<file path="config.mk">
export PLATFORM = sky130hd
export DESIGN_NAME = irq_vec_ctrl
export DESIGN_NICKNAME = d
export VERILOG_FILES = /design/src/rtl/irqv_pkg.sv /design/src/rtl/irqv_rst_sync.sv /design/src/rtl/irqv_pending.sv /design/src/rtl/irqv_prio_enc.sv /design/src/rtl/irqv_regs.sv /design/src/rtl/irq_vec_ctrl.sv
export SDC_FILE = /design/constraint.sdc
export NUM_CORES = 1
export LEC_CHECK = 0
export CORE_ASPECT_RATIO = 0.8
export CORE_UTILIZATION = 45
export DETAILED_ROUTE_END_ITERATION = 12
export PLACE_DENSITY = 0.78
export SYNTH_ARGS = -nofsm -noshare
export SYNTH_HDL_FRONTEND = slang
export SYNTH_SLANG_ARGS = --single-unit
</file>
<file path="constraint.sdc">
create_clock -name clk -period 1.5 [get_ports clk]
set_input_delay 0.225 -clock clk [delete_from_list [all_inputs] [get_ports clk]]
set_output_delay 0.225 -clock clk [all_outputs]
set_load 0.02 [all_outputs]
</file>
<file path="src/rtl/irqv_pkg.sv">
package irqv_pkg;
  localparam int unsigned IRQV_NSRC = 7;
  localparam int unsigned IRQV_CW   = $clog2(IRQV_NSRC + 1);
endpackage

</file>
<file path="src/rtl/irqv_rst_sync.sv">
module irqv_rst_sync (
  input  logic clk,
  input  logic rst_n,
  output logic rst_sync_n
);
  logic [1:0] sync_q;

  always_ff @(posedge clk or negedge rst_n) begin
    if (!rst_n) sync_q <= 2'b00;
    else        sync_q <= {sync_q[0], 1'b1};
  end

  assign rst_sync_n = sync_q[1];
endmodule

</file>
<file path="src/rtl/irqv_pending.sv">
module irqv_pending #(
  parameter int unsigned N = 7
) (
  input  logic         clk,
  input  logic         rst_n,
  input  logic [N-1:0] set_i,
  input  logic [N-1:0] clr_i,
  output logic [N-1:0] pend_o
);
  logic [N-1:0] pend_q;
  logic [N-1:0] pend_d;

  for (genvar g = 0; g < N; g++) begin : g_bit
    // a new event outranks an acknowledge in the same cycle
    always_comb begin
      pend_d[g] = pend_q[g];
      if (clr_i[g]) pend_d[g] = 1'b0;
      if (set_i[g]) pend_d[g] = 1'b1;
    end

    always_ff @(posedge clk or negedge rst_n) begin
      if (!rst_n) pend_q[g] <= 1'b0;
      else        pend_q[g] <= pend_d[g];
    end
  end

  assign pend_o = pend_q;
endmodule

</file>
<file path="src/rtl/irqv_prio_enc.sv">
module irqv_prio_enc #(
  parameter int unsigned N  = 7,
  parameter int unsigned CW = 3
) (
  input  logic [N-1:0]  req_i,
  output logic [CW-1:0] code_o,
  output logic          any_o
);
  // later iterations override, so the highest index wins
  always_comb begin
    code_o = '0;
    for (int i = 0; i < N; i++) begin
      if (req_i[i]) code_o = CW'(i + 1);
    end
  end

  assign any_o = |req_i;
endmodule

</file>
<file path="src/rtl/irqv_regs.sv">
module irqv_regs #(
  parameter int unsigned DW = 8,
  parameter int unsigned CW = 3
) (
  input  logic          clk,
  input  logic          rst_n,
  input  logic          wr_i,
  input  logic          sel_i,
  input  logic [DW-1:0] wdata_i,
  input  logic          mode_i,
  input  logic [CW-1:0] code_i,
  output logic [DW-1:0] en_o,
  output logic [DW-1:0] vec_o,
  output logic [DW-1:0] rdata_o
);
  localparam int unsigned HI_W = DW - CW - 1;

  logic [DW-1:0] en_q, en_d;
  logic [DW-1:0] vec_q, vec_d;
  logic          en_we, vec_we;

  assign en_we  = wr_i && !sel_i;
  assign vec_we = wr_i &&  sel_i;

  always_comb begin
    en_d  = en_we  ? wdata_i : en_q;
    vec_d = vec_we ? wdata_i : vec_q;
  end

  always_ff @(posedge clk or negedge rst_n) begin
    if (!rst_n) begin
      en_q  <= '0;
      vec_q <= '0;
    end else begin
      en_q  <= en_d;
      vec_q <= vec_d;
    end
  end

  logic [DW-1:0] vec_view;
  always_comb begin
    if (mode_i) vec_view = {vec_q[DW-1 -: HI_W], code_i, 1'b0};
    else        vec_view = vec_q;
    rdata_o = sel_i ? vec_view : en_q;
  end

  assign en_o  = en_q;
  assign vec_o = vec_q;
endmodule

</file>
<file path="src/rtl/irq_vec_ctrl.sv">
module irq_vec_ctrl #(
  parameter int unsigned NSRC = irqv_pkg::IRQV_NSRC
) (
  input  logic              clk,
  input  logic              rst_n,
  input  logic              cpu_sel,
  input  logic              cpu_wr,
  input  logic [NSRC:0]     cpu_wdata,
  output logic [NSRC:0]     cpu_rdata,
  input  logic              vec_mode,
  input  logic [NSRC-1:0]   src_req,
  input  logic [NSRC-1:0]   src_ack,
  output logic              irq_out
);
  localparam int unsigned DW = NSRC + 1;
  localparam int unsigned CW = $clog2(NSRC + 1);

  logic          rst_sync_n;
  logic [DW-1:0] en_q;
  logic [DW-1:0] vec_q;
  logic [NSRC-1:0] pend_q;
  logic [NSRC-1:0] live;
  logic [CW-1:0]   code;
  logic            any;

  irqv_rst_sync u_rst (
    .clk       (clk),
    .rst_n     (rst_n),
    .rst_sync_n(rst_sync_n)
  );

  irqv_pending #(.N(NSRC)) u_pend (
    .clk   (clk),
    .rst_n (rst_sync_n),
    .set_i (src_req),
    .clr_i (src_ack),
    .pend_o(pend_q)
  );

  assign live = pend_q & en_q[NSRC-1:0] & {NSRC{en_q[DW-1]}};

  irqv_prio_enc #(.N(NSRC), .CW(CW)) u_enc (
    .req_i (live),
    .code_o(code),
    .any_o (any)
  );

  irqv_regs #(.DW(DW), .CW(CW)) u_regs (
    .clk    (clk),
    .rst_n  (rst_sync_n),
    .wr_i   (cpu_wr),
    .sel_i  (cpu_sel),
    .wdata_i(cpu_wdata),
    .mode_i (vec_mode),
    .code_i (code),
    .en_o   (en_q),
    .vec_o  (vec_q),
    .rdata_o(cpu_rdata)
  );

  assign irq_out = any;
endmodule

</file>
# Word-level counts from Yosys, hierarchy flattened
# Cells that the tools add are included.
word_totals:
  reg_bits: 25
  wordCells: 46
  in_bits: 27
op_classes:
  n_mux: 23
  bitwise_logic: 2
  n_reduce_logical: 11
op_table:
  columns: ["cell", "n"]
  rows:
  - ["2-to-1 mux 1 bit", 15]
  - ["AND 7 bit", 2]
  - ["nonzero test 2 bit", 7]
  - ["2-to-1 mux 3 bit", 4]
  - ["2-to-1 mux 8 bit", 1]
  - ["OR reduction 7 bit", 1]
  - ["2-to-1 mux 2 bit", 2]
  - ["2-to-1 mux 4 bit", 1]
  - ["logical AND 1 bit", 2]
  - ["zero test 1 bit", 1]

# Longest topological paths before layout
depth:
  depth_word: 11
  depth_mapped: 4
  ltp_nobuf: 4

# Hierarchy
# From an unflattened synthesis, not the netlist that was laid out.
unflattened:
  cells_unflattened: 94
  hier_area_um2: 1163.6
by_module_without_submodules:
  columns: ["module", "n_inst", "area_each_um2", "cells_per_inst", "seq_area_each_um2"]
  rows:
  - ["irqv_regs", 1, 757.0, 52, 400.4]
  - ["irqv_pending", 1, 254.0, 21, 175.2]
  - ["irqv_prio_enc", 1, 55.1, 11, 0.0]
  - ["irqv_rst_sync", 1, 53.8, 3, 50.0]
  - ["irq_vec_ctrl", 1, 43.8, 7, 0.0]

# Worst setup path before layout
# Ideal clock, no wire load.
synth_path:
  path_type: "register to output"
  startpoint: "register u_regs.en_q[4], in the netlist u_regs.en_o[4]"
  endpoint: "output port cpu_rdata[2]"
  path_buffers: 0
  stages_incl_launch_ff: 5
  slack_ns: 0.122
  t_arrival_ns: 1.153
  required_time_ns: 1.275
  cell_sequence: "dfrtp_1 a22o_1 nand2_1 nand3_1 a21oi_1"
synth_between:
  elab_chain_cells: 7
synth_rtl:
  columns: ["item", "line", "source"]
  rows:
  - ["start: declaration", "irqv_regs.sv:18", "logic [DW-1:0] en_q, en_d;"]
  - ["start signal: assignment", "irqv_regs.sv:35", "en_q <= en_d;"]
  - ["AND 7 bit (2 in a row)", "irq_vec_ctrl.sv:40", "assign live = pend_q & en_q[NSRC-1:0] & {NSRC{en_q[DW-1]}};"]
  - ["2-to-1 mux 3 bit (3 in a row)", "irqv_prio_enc.sv:13", "if (req_i[i]) code_o = CW'(i + 1);"]
  - ["2-to-1 mux 4 bit", "irqv_regs.sv:42", "if (mode_i) vec_view = {vec_q[DW-1 -: HI_W], code_i, 1'b0};"]
  - ["2-to-1 mux 8 bit", "irqv_regs.sv:44", "rdata_o = sel_i ? vec_view : en_q;"]
  - ["end: declaration", "irq_vec_ctrl.sv:9", "output logic [NSRC:0] cpu_rdata,"]
# No other way between the ends.

# Worst setup path in the final report
layout_path:
  startpoint: "register u_regs.en_q[6], in the netlist u_regs.en_o[6]"
  endpoint: "output port cpu_rdata[3]"
layout_between:
  elab_chain_cells: 5
layout_rtl:
  columns: ["item", "line"]
  rows:
  - ["AND 7 bit (2 in a row)", "irq_vec_ctrl.sv:40"]
  - ["2-to-1 mux 3 bit", "irqv_prio_enc.sv:13"]
  - ["2-to-1 mux 4 bit", "irqv_regs.sv:42"]
  - ["2-to-1 mux 8 bit", "irqv_regs.sv:44"]
# No other way between the ends.

==> metrics.md <==
| Metric | Value |
|---|---|
| Share of cells above drive strength 1 | 43.8% |
| Placement Rows | 15 |
| Peak ir drop on the vdd network | 0.727 mV |
| Seq. cell area | 626 sq um |
| Core box area | 2250 sq um |
| Routed length per placed instance | 16.2 um |
| Portion of total power attributed to the clock network | 18.4% |
| Static Leak | 0.858 nW |
| Critical path class | flop to primary output |
| Initial antenna violation count | 0 |
| Post-detailed-placement half-perimeter wirelength | 2.05 mm |
| Total number of H-tree levels | 1 |
| Syn_nets | 123 |
| Clk root buf | sky130_fd_sc_hd__clkbuf_4 |
| Horiz. Die Dim | 57.7 um |
| Weighted congestion reported at the end of routability-driven placement | 0.880 |
| Number of library cell types mapped by synthesis | 23 |
| Summed instance area of the synthesized netlist | 1120 sq um |
| Largest area contributor in the synthesized netlist | sky130_fd_sc_hd__dfrtp_1 |
| Yosys warning count | 0 |
| P&R area growth vs syn | 62.5% |
| Number of detailed-routing iterations run before antenna repair | 8 |
| Fraction of post-synthesis cell area in the top cell type by area | 56.0% |
| Worst hold slack across all endpoints | 0.0348 ns |
| Fmax | 564 MHz |
| # fillers | 135 |
| Mean post-synth cell area | 11.6 sq um |
| Leading cell types in the layout, fill and taps excluded | 25 x sky130_fd_sc_hd__dfrtp_1, 24 x sky130_fd_sc_hd__clkdlybuf4s50_1, 24 x sky130_fd_sc_hd__buf_4 |
| Type of element capturing the critical path | primary output |
| Critical path arrival | 1.55 ns |
| Total area of multi-input combinational cells | 512 sq um |
| Net switching power | 0.520 mW |
| Required time at the endpoint of the critical path | 1.27 ns |
| Run status | finished, violations left |
| Top cells by area, synth | sky130_fd_sc_hd__dfrtp_1 56%, sky130_fd_sc_hd__mux2_2 17%, sky130_fd_sc_hd__a21o_1 4.7% |
| Number of buffers created by CTS | 3 |
| Count of input and output buffers | 35 |
| Max FO, Critical Path | 2 |
| Summed negative setup slack over all endpoints | -1.09 ns |
| Vias after detailed routing | 969 |
| Maximum buffer depth of the clock tree | 2 |
| Number of design-rule violations left by the first detailed-router iteration | 37 |
| Core Util, Final | 80.6% |
| Count of nets after finishing | 188 |
| Number of instances in the synthesized netlist | 96 |
| Setup repair after global routing missed its margin | yes |
| Violated checks | design-rule violations, negative setup slack |
| Net Sw Frac | 30.3% |
| Antenna fix cells | 0 |
| Num Clock Sinks | 25 |
| Overall die area | 2690 sq um |
| Smallest setup slack after layout | -0.272 ns |
| Worst-skew pair later-pin latency | 0.32 ns |
| Number of endpoints failing setup at the final stage | 7 |
| DRC violations left | 2 |
| Global route total overflow | 0 |
| Number of pins with negative max-slew slack in the final report | 0 |
| Num ports | 36 |
| Total length of routed wires | 3.00 mm |
| Number of register bits inferred by synthesis | 25 |
| Number of global-route vias before repair | 987 |
| Y dimension of the die | 46.6 um |
| Via-to-Cell Ratio | 5.24 |
| Clock tree from TritonCTS | yes |
| Launching element type of the critical path | flop |
| Final Critical Period | 1.77 ns |
| Largest net degree at the start of global routing | 24 |
| Hold Crit Class | input port to async pin |
| Cell Int Power | 1.20 mW |
| Sequential fraction of design power | 47.0% |
| Clock transition time at the flip-flop clock pins of the worst setup and hold paths | 0.14 ns |
| Most common cell after layout, fill and taps aside | sky130_fd_sc_hd__dfrtp_1 |
| Period utilisation layout | 118% |
| Sequential-to-total area share from yosys stat | 56.0% |
| Clock skew | 0.00158 ns |
| Power density cells | 946 nW/um^2 |
| Number of nets with antenna violations after detailed routing | 0 |
| Reported max-cap violation count | 0 |
| Hold violation total from the final report | 0 |
| Starting density of the core | 49.6% |
| Global-route wire length before repair | 4.44 mm |
| Comb power frac | 34.7% |
| GRT Total Usage | 23.2% |
layout make-up:
class	instances	share of cell area, %
flip-flops and latches	25	34.5
repair buffers	62	31.9
multi-input cells	59	28.2
inverters	10	2.07
well taps	25	1.72
clock buffers	3	1.24
clock inverters	1	0.414
per-layer routing:
metal	vias to the layer above	global-route usage [%]	part of all wire [%]	wire length [um]
met5	-	0	0	0
met2	35	39.8	49	1470
met3	6	7.30	5.6	167
li1	462	-	-	-
met4	0	9.52	2.0	59
met1	466	27.8	44	1310
flip-flops by register name (all words and copies together), names as in the netlist:
register and cells:
u_rst.sync_q 2, u_regs.vec_o 8, u_pend.pend_o 7, u_regs.en_o 8
metrics by stage:
step | setup slack (ns) | total power, mW | area, sq um | instances
2_1_floorplan | 0.122 | 1.04 | 1120 | 96
3_3_place_gp | -0.543 | 1.30 | 1670 | 176
3_5_place_dp | -0.554 | 1.32 | 1670 | 176
4_1_cts | -0.253 | 1.66 | 1740 | 182
5_1_grt | -0.357 | 1.80 | 1820 | 185
6_report | -0.272 | 1.72 | 1820 | 185
worst max-delay path, stage by stage (launching register included):
cell and delay, ns:
sky130_fd_sc_hd__dfrtp_1 0.41, sky130_fd_sc_hd__nand2_2 0.10, sky130_fd_sc_hd__o211ai_4 0.22, sky130_fd_sc_hd__a31oi_4 0.07, sky130_fd_sc_hd__a221oi_2 0.25, sky130_fd_sc_hd__buf_4 0.18
power groups by stage:
stage	Combinational (mW)	Sequential (mW)	Clock [mW]
3_5_place_dp	0.513	0.810	0
4_1_cts	0.541	0.801	0.322
3_3_place_gp	0.498	0.804	0
6_report	0.596	0.807	0.316
2_1_floorplan	0.227	0.811	0
5_1_grt	0.635	0.815	0.349
cell families (layout without fill, tap and decap cells):
kind of cell / count (synthesis) / in the layout / share of synthesized area [%]
and+or+nand+nor: 20 / 20 / 7.95
other: 1 / 1 / 0.336
AOI/OAI and AO/OA: 21 / 21 / 14.3
buffers and inverters: 12 / 76 / 4.25
DFF: 25 / 25 / 56.0
muxes: 17 / 17 / 17.1
cell usage after synthesis:
master                     number
sky130_fd_sc_hd__o31a_2         1
sky130_fd_sc_hd__a221oi_2       1
sky130_fd_sc_hd__and2_1         1
sky130_fd_sc_hd__inv_2          1
sky130_fd_sc_hd__inv_1          9
sky130_fd_sc_hd__o21ai_0        3
sky130_fd_sc_hd__conb_1         1
sky130_fd_sc_hd__nand3_1        3
sky130_fd_sc_hd__o211ai_1       1
sky130_fd_sc_hd__a41oi_1        1
sky130_fd_sc_hd__o211ai_2       1
sky130_fd_sc_hd__a21oi_1        1
sky130_fd_sc_hd__nor2_1         3
sky130_fd_sc_hd__a21o_1         7
sky130_fd_sc_hd__mux2_2        17
sky130_fd_sc_hd__a31oi_1        1
sky130_fd_sc_hd__a22o_1         1
sky130_fd_sc_hd__o22ai_1        3
sky130_fd_sc_hd__nand2_1       10
sky130_fd_sc_hd__nor2b_1        1
sky130_fd_sc_hd__buf_2          2
sky130_fd_sc_hd__nand2b_1       2
sky130_fd_sc_hd__dfrtp_1       25
what timing repair did:
action	CTS	global route
setup buffers	2	3
pin swaps	9	5
hold buffers	0	0
resized for setup	58	13
endpoints found under the setup margin	9	9
path summary, 6_finish.rpt:
path | start | to | slack (ns) | cells after the start
min | rst_n | u_rst.sync_q[0]$_DFF_PN0_ | 0.03 | 1
max | u_regs.en_o[6]$_DFFE_PN0P_ | cpu_rdata[3] | -0.27 | 5
max reg2reg | u_pend.pend_o[1]$_DFFE_PN0P_ | u_pend.pend_o[1]$_DFFE_PN0P_ | 0.49 | 4
max in group asynchronous | u_rst.sync_q[1]$_DFF_PN0_ | u_pend.pend_o[4]$_DFFE_PN0P_ | 1.05 | 1
min in group clk | u_rst.sync_q[0]$_DFF_PN0_ | u_rst.sync_q[1]$_DFF_PN0_ | 0.38 | 0
min reg2reg | u_rst.sync_q[1]$_DFF_PN0_ | u_regs.vec_o[1]$_DFFE_PN0P_ | 0.22 | 1
Power figures use the tool's default switching activity.
